<file path="config.mk">
export PLATFORM = sky130hd
export DESIGN_NAME = hdr_ring_buf
export DESIGN_NICKNAME = d
export VERILOG_FILES = /design/src/rtl/hdr_buf_pkg.sv /design/src/rtl/hdr_buf_ram.sv /design/src/rtl/hdr_buf_ctl.sv /design/src/rtl/hdr_ring_buf.sv
export SDC_FILE = /design/constraint.sdc
export NUM_CORES = 1
export LEC_CHECK = 0
export ABC_AREA = 1
export CORE_MARGIN = 2
export CORE_UTILIZATION = 45
export CTS_BUF_LIST = sky130_fd_sc_hd__clkbuf_4 sky130_fd_sc_hd__clkbuf_8 sky130_fd_sc_hd__clkbuf_16
export DETAILED_ROUTE_END_ITERATION = 7
export RECOVER_POWER = 100
export REMOVE_ABC_BUFFERS = 1
export SLEW_MARGIN = 40
export SYNTH_ARGS = -nofsm -noshare
export SYNTH_HDL_FRONTEND = slang
export SYNTH_HIERARCHICAL = 1
export SYNTH_SLANG_ARGS = --single-unit
</file>
<file path="constraint.sdc">
create_clock -name clk -period 2.54 [get_ports clk]
set_input_delay 0.508 -clock clk [delete_from_list [all_inputs] [get_ports clk]]
set_output_delay 0.508 -clock clk [all_outputs]
set_load 0.01 [all_outputs]
</file>
<file path="src/rtl/hdr_buf_pkg.sv">
package hdr_buf_pkg;
  // Pointer action chosen each cycle by the control logic.
  typedef enum logic [2:0] {
    ACT_HOLD,   // nothing moves
    ACT_PUSH,   // store a byte
    ACT_POP,    // hand a byte to the host
    ACT_SWAP,   // read and write together, occupancy unchanged
    ACT_OVWR    // full and writing: drop the oldest byte
  } buf_act_e;
endpackage

</file>
<file path="src/rtl/hdr_buf_ram.sv">
module hdr_buf_ram #(
  parameter int DW    = 8,
  parameter int DEPTH = 16,
  parameter int AW    = 4
) (
  input  logic          clk,
  input  logic          rst,
  input  logic          we,
  input  logic [AW-1:0] wa,
  input  logic [DW-1:0] wd,
  input  logic          re,
  input  logic [AW-1:0] ra,
  input  logic          zero,
  output logic [DW-1:0] q
);
  logic [DW-1:0] mem [DEPTH];

  always_ff @(posedge clk) begin
    if (we) mem[wa] <= wd;
  end

  // Read-first output register with synchronous clear
  always_ff @(posedge clk) begin
    if (rst || zero) q <= '0;
    else if (re)     q <= mem[ra];
  end
endmodule

</file>
<file path="src/rtl/hdr_buf_ctl.sv">
module hdr_buf_ctl
  import hdr_buf_pkg::*;
#(
  parameter int DEPTH = 16,
  parameter int AW    = 4
) (
  input  logic          clk,
  input  logic          rst,
  input  logic          clr,
  input  logic          wr_fire,
  input  logic          rd_req,
  output logic [AW-1:0] wr_addr,
  output logic [AW-1:0] rd_addr,
  output logic          mem_we,
  output logic          mem_re,
  output logic          mem_zero,
  output logic [AW:0]   occ,
  output logic          lost
);
  localparam logic [AW:0] FULL_CNT = (AW+1)'(DEPTH);
  localparam bit          POW2     = (DEPTH == (1 << AW));

  logic [AW-1:0] wp, rp, wp_nx, rp_nx;
  logic          empty, full, rd_take;
  buf_act_e      act;

  generate
    if (POW2) begin : g_wrap_free
      assign wp_nx = wp + AW'(1);
      assign rp_nx = rp + AW'(1);
    end else begin : g_wrap_cmp
      assign wp_nx = (wp == AW'(DEPTH-1)) ? '0 : wp + AW'(1);
      assign rp_nx = (rp == AW'(DEPTH-1)) ? '0 : rp + AW'(1);
    end
  endgenerate

  assign empty   = (occ == '0);
  assign full    = (occ == FULL_CNT);
  assign rd_take = rd_req && !empty;

  always_comb begin
    if (clr)                     act = ACT_HOLD;
    else if (wr_fire && rd_take) act = ACT_SWAP;
    else if (wr_fire && full)    act = ACT_OVWR;
    else if (wr_fire)            act = ACT_PUSH;
    else if (rd_take)            act = ACT_POP;
    else                         act = ACT_HOLD;
  end

  always_ff @(posedge clk) begin
    if (rst || clr) begin
      wp   <= '0;
      rp   <= '0;
      occ  <= '0;
      lost <= 1'b0;
    end else begin
      case (act)
        ACT_PUSH: begin wp <= wp_nx; occ <= occ + 1'b1; end
        ACT_POP:  begin rp <= rp_nx; occ <= occ - 1'b1; end
        ACT_SWAP: begin wp <= wp_nx; rp <= rp_nx; end
        ACT_OVWR: begin wp <= wp_nx; rp <= rp_nx; lost <= 1'b1; end
        default:  ;
      endcase
    end
  end

  assign wr_addr  = wp;
  assign rd_addr  = rp;
  assign mem_we   = wr_fire && !clr && !rst;
  assign mem_re   = rd_take && !clr;
  assign mem_zero = clr || (rd_req && empty);
endmodule

</file>
<file path="src/rtl/hdr_ring_buf.sv">
module hdr_ring_buf #(
  parameter int DW    = 8,
  parameter int DEPTH = 16
) (
  input  logic          clk,
  input  logic          rst,
  input  logic          cap_en,
  input  logic          wr_valid,
  input  logic [DW-1:0] wr_data,
  input  logic          rd_req,
  input  logic          sw_clr,
  output logic [DW-1:0] rd_data,
  output logic          rd_valid,
  output logic          lost_flag
);
  localparam int AW = (DEPTH < 2) ? 1 : $clog2(DEPTH);

  logic [AW-1:0] wr_addr, rd_addr;
  logic          mem_we, mem_re, mem_zero;
  logic [AW:0]   occ;
  logic          wr_fire;

  assign wr_fire = wr_valid && cap_en;

  hdr_buf_ctl #(.DEPTH(DEPTH), .AW(AW)) u_ctl (
    .clk      (clk),
    .rst      (rst),
    .clr      (sw_clr),
    .wr_fire  (wr_fire),
    .rd_req   (rd_req),
    .wr_addr  (wr_addr),
    .rd_addr  (rd_addr),
    .mem_we   (mem_we),
    .mem_re   (mem_re),
    .mem_zero (mem_zero),
    .occ      (occ),
    .lost     (lost_flag)
  );

  hdr_buf_ram #(.DW(DW), .DEPTH(DEPTH), .AW(AW)) u_ram (
    .clk  (clk),
    .rst  (rst),
    .we   (mem_we),
    .wa   (wr_addr),
    .wd   (wr_data),
    .re   (mem_re),
    .ra   (rd_addr),
    .zero (mem_zero),
    .q    (rd_data)
  );

  always_ff @(posedge clk) begin
    if (rst) rd_valid <= 1'b0;
    else     rd_valid <= mem_re;
  end
endmodule

</file>
* Yosys cells after proc, flatten, opt, wreduce, memory -nomap -nowiden
Memories as Yosys holds them, arrays and structs flattened. A register that Yosys moved wholly into a read port is not among the register bits. Cells that the tools add are included.
Cells by class: add/subtract/negate cells 4, eq/ne operators 5, mux-type cells 8, reductions and logical operators 18
Operators with widths (number):
- $mux 3 | 4
- $pmux 5 s2 | 1
- $add 4x1->4 const B | 2
- $logic_and 1x1->1 | 8
- $eq 3x2->1 const B | 2
- $reduce_or 3->1 | 2
- $add 5x1->5 const B | 1
- $eq 5x5->1 const B | 1
- $logic_not 5->1 | 1
- $sub 5x1->5 const B | 1
- $eq 3x1->1 const B | 1
- $eq 3x3->1 const B | 1
- $logic_not 1->1 | 3
- $logic_or 1x1->1 | 3
- $mux 1 | 2
- $mux 2 | 1
- $reduce_bool 2->1 | 1
Word-level totals: bits in registers 15, RAM bits 128, input bits 14, memories kept 1
Memory list:
- u_ram.mem | depth 16, bits a word 8, rd ports 1, clocked after memory_dff 1, wr ports 1, line hdr_buf_ram.sv:16 | logic [DW-1:0] mem [DEPTH];

* Logic depth before layout (Yosys ltp)
depth after elaboration 10, gate-level depth with buffers 12, mapped depth without buffers 12

* Hierarchy
The synthesis kept the hierarchy.
Modules (own cells, without submodules):
- hdr_buf_ram | times used 1, cells each 491, area each 5584.1 um^2, seq. area each 4003.8 um^2
- hdr_buf_ctl | times used 1, cells each 102, area each 818.3 um^2, seq. area each 280.3 um^2
- hdr_ring_buf | times used 1, cells each 5, area each 37.5 um^2, seq. area each 20.0 um^2

* Worst setup path before layout
OpenSTA, ideal clock, no wires.
path type in2reg, start point input wr_valid, end point register u_ctl.occ[4], library setup time 0.115 ns, data arrival time 1.884 ns, data required time 2.425 ns, path slack 0.542 ns, stages 11, cell sequence nand2_1 -> inv_1 -> inv_2 -> nand4_2 -> fa_1 -> o21ai_0 -> nand3_1 -> nand2_1 -> nand3_1 -> nand2_1 -> nor2_1
Between the ends: word-level cells in the longest chain between the ends 7, elaborated cells on any way between the ends 11
Ends and longest elaborated chain:
- start, declared | line hdr_ring_buf.sv:8 | input logic wr_valid,
- $logic_and 1x1->1 * | line hdr_ring_buf.sv:23 | assign wr_fire = wr_valid && cap_en;
- net wr_fire | line hdr_ring_buf.sv:21 | logic wr_fire;
- $mux 3 or $logic_and 1x1->1 (tied branches) | line hdr_buf_ctl.sv:45, hdr_buf_ctl.sv:44
- $mux 3 | line hdr_buf_ctl.sv:44 | else if (wr_fire && full) act = ACT_OVWR;
- $mux 3 * | line hdr_buf_ctl.sv:43 | else if (wr_fire && rd_take) act = ACT_SWAP;
- $mux 3 * | line hdr_buf_ctl.sv:42 | if (clr) act = ACT_HOLD;
- $eq 3x2->1 or $eq 3x1->1 (tied branches) | line hdr_buf_ctl.sv:57 | case (act)
- $pmux 5 s2 or $reduce_bool 2->1 (tied branches)
- end signal, assigned | line hdr_buf_ctl.sv:58 | ACT_PUSH: begin wp <= wp_nx; occ <= occ + 1'b1; end
- end signal, assigned | line hdr_buf_ctl.sv:59 | ACT_POP: begin rp <= rp_nx; occ <= occ - 1'b1; end
- end, declared | line hdr_buf_ctl.sv:17 | output logic [AW:0] occ,
Mark *: on every way through the listed nets, which the timed path passes. The rest lies on a longest branch. A chain may end at the register's enable or synchronous reset.

* Worst setup path after layout
start point input sw_clr, end point memory u_ram.mem[10][7], enable pin
Between the ends: word-level cells in the longest chain between the ends 5
Ends and longest elaborated chain:
- start, declared | line hdr_ring_buf.sv:11 | input logic sw_clr,
- $logic_not 1->1 | line hdr_buf_ctl.sv:69 | assign mem_we = wr_fire && !clr && !rst;
- $logic_and 1x1->1 (2 in series) | line hdr_buf_ctl.sv:69
- net mem_we | line hdr_ring_buf.sv:19 | logic mem_we, mem_re, mem_zero;
- $mux 1 | line hdr_buf_ram.sv:19 | if (we) mem[wa] <= wd;
- $mux 1 (implied by the code) | line hdr_buf_ram.sv:19
- end, declared | line hdr_buf_ram.sv:16
The timed path passes the listed nets, and every way through them passes these cells.

==> impl_results.md <==
* Num CTS Buffers at 17
* Req. time, crit path at 2.60 ns
* DP Cell Count at 805
* Layout cell share with drive strength beyond 1 at 0.0868
* Fin crit period at 2.27 ns
* PostCTS Resize Cnt at 0
* Io pins at 24
* #FFs+latches synth at 151
* Die area at 15,300 µm²
* Hold path start: u_ctl/lost$_SDFFE_PP0N_
* Setup violators final at 0
* DR iter-0 viols at 395
* Seq/Total Area, Yosys at 0.668
* Port-buffer cells at 23
* DR vias/cell at 5.21
* Site Rows at 43
* Via count at 4,364
* Hold_buf cts at 0
* Syn Inst Count at 598
* Critical path type: input pin to flop
* PD cells at 748 nW/µm²
* Tcrit/Tclk final at 0.895
* Global-route wire length before repair at 21,100 µm
* Layout Nets at 664
* Final Instance Area at 7480 µm²
* Core outline area at 13,900 µm²
* CTS Buffer Depth at 2
* Max H-tree Level at 4
* Hold crit path type: flop to flop
* Worst skew pair latency at 0.42 ns
* Routed Antenna Nets at 0
* Detail Placement HPWL at 8980 µm
* Grt ovf at 0
* Arr. time, crit path at 2.33 ns
* Total chip power at 5590 µW
* Area Growth Syn to Fin at 16.1%
* Reg-to-Reg End: u_ram/q[4]$_SDFFE_PP0P_
* ANT cells at 0
* Synth Warn # at 6
* Initial antenna violation count at 0
* Drt total wl at 13,700 µm
* Max Fclk at 440 MHz
* Leakage at 0.00279 µW
* Placed Area at 6930 µm²
* Vias in the first global route at 3,928
* Max-slew violation count at 0
* CTS sink cnt at 151
* Worst Setup Start Kind: input pin
* Setup crit end kind: flop
* Final cell count without fillers at 837
* Distinct cells, synth at 32
* Synth Cell Area at 6440 µm²
* Initial Utilization at 0.462
* TritonCTS clock tree: yes
* Setup Buffers After CTS at 0
* Die extent in y at 124 µm
* Largest net degree at the start of global routing at 69
* Peak supply drop at 0.000449 V
* Worst-Margin Slew at 1.26 ns
* FF-to-FF path depth at 9
* Reg2reg setup slack at 0.40 ns
* Max-slew headroom at 0.163
* Worst hold slack at 0.475 ns
* Worst Setup SP: sw_clr
* WL per Instance at 16.4 µm
* All-layer global routing usage at 0.193
* Final setup skew at 0.00370 ns
* Die Span X at 124 µm
* Crit-path max FO at 8
* Placer Congestion at 0.865
* Clock root cell: clkbuf_16
* Final hold violation count at 0
* Crit path to: u_ram/mem[10][7]$_DFFE_PP_
* RSZ-0062 raised after global routing: false
* DRC viols at 0
* Reg clk slew, reported paths at 0.06 ns
* Pre-antenna DRT Iters at 5
* Mapped Avg Cell Area at 10.8 µm²
* Status: finished, final reports clean
* Final Util at 0.537
* Max Cap Viol at 0
* Worst flop-to-flop path startpoint: u_ctl/rd_addr[0]$_SDFFE_PP0P_
## per-stage QoR
step	setup WS (ns)	setup TNS, ns
finish	0.268	0
global route	0.170	0
CTS	0.504	0
detailed placement	0.0596	0
global placement	0.114	0
floorplan	-0.208	-1.67
## cell type report
class	instances	area, µm²
inverter	27	103
sequential	151	4300
multi-input combinational	392	1790
clock inverter	15	226
fill	1194	6460
clock buffer	17	425
tap	180	225
timing repair buffer	55	405
## state kept, by name (all words and copies together), names as in the netlist
name and flops:
rd_valid 1, u_ctl/wr_addr 4, u_ctl/lost 1, u_ram/mem 128, u_ram/q 8, u_ctl/rd_addr 4, u_ctl/occ 5
## worst max-delay path, stage by stage
cell and delay (ns):
clkdlybuf4s50_1 0.44, nor2_1 0.16, inv_1 0.12, nor2_1 0.30, nand3b_1 0.19, nor2_1 0.12, clkbuf_1 0.48
## layout by cell type, fill, tap and decap left out, drive strengths merged
master,netlist,routed
nand2,190,190
edfxtp,128,128
nand3,116,116
nor2,51,51
clkbuf,1,38
inv,26,28
dfxtp,23,23
dlygate4sd3,0,18
a21oi,12,12
buf,27,11
o21ai,7,7
clkinv,1,6
bufinv,0,5
clkdlybuf4s50,0,5
ha,5,5
clkinvlp,0,3
xnor2,3,3
nand3b,3,3
nand4,1,1
and3,1,1
xor2,1,1
fa,1,1
or2,1,1
## worst min-delay path by stage
stage / end / slack (ns) / cells after the start
3_3_place_gp: u_ctl/lost$_SDFFE_PP0N_ / 0.46 / 2
6_report: u_ctl/lost$_SDFFE_PP0N_ / 0.48 / 2
5_1_grt: u_ctl/lost$_SDFFE_PP0N_ / 0.50 / 2
2_1_floorplan: u_ctl/lost$_SDFFE_PP0N_ / 0.47 / 2
3_5_place_dp: u_ctl/lost$_SDFFE_PP0N_ / 0.46 / 2
4_1_cts: u_ctl/lost$_SDFFE_PP0N_ / 0.47 / 2
## Yosys cell counts, drive strengths merged
master	instances	area [µm²]
o21ai	7	38.8
clkbuf	1	3.75
nand3	116	598
xor2	1	8.76
fa	1	20.0
inv	26	97.6
dfxtp	23	460
edfxtp	128	3840
or2	1	6.26
nor2	51	215
nand4	1	12.5
a21oi	12	60.1
nand2	190	728
xnor2	3	26.3
ha	5	62.6
nand3b	3	35.0
buf	27	211
and3	1	6.26
clkinv	1	5.00
## metal layers
metal / track usage / routed length [µm] / up-vias
met2: 0.294 / 6500 / 120
met3: 0.0426 / 654 / 22
met4: 0.0874 / 289 / 0
met1: 0.265 / 6280 / 2089
li1: - / - / 2133
met5: 0 / 0 / -
## where the power goes
part | switching [µW] | internal (µW)
Clock | 988 | 1750
Sequential | 6.52 | 2690
Combinational | 105 | 51.1
## cell families (layout without fill, tap and decap cells)
kind of cell,count (synthesis),in the layout,share of synthesized area
AOI/OAI and AO/OA,19,19,0.0153
xor gates and xnor gates,4,4,0.00544
adders and majority gates,6,6,0.0128
buffers and inverters,55,114,0.0493
DFF,151,151,0.668
and+or+nand+nor,363,363,0.249
(Power assumes the default switching activity.)
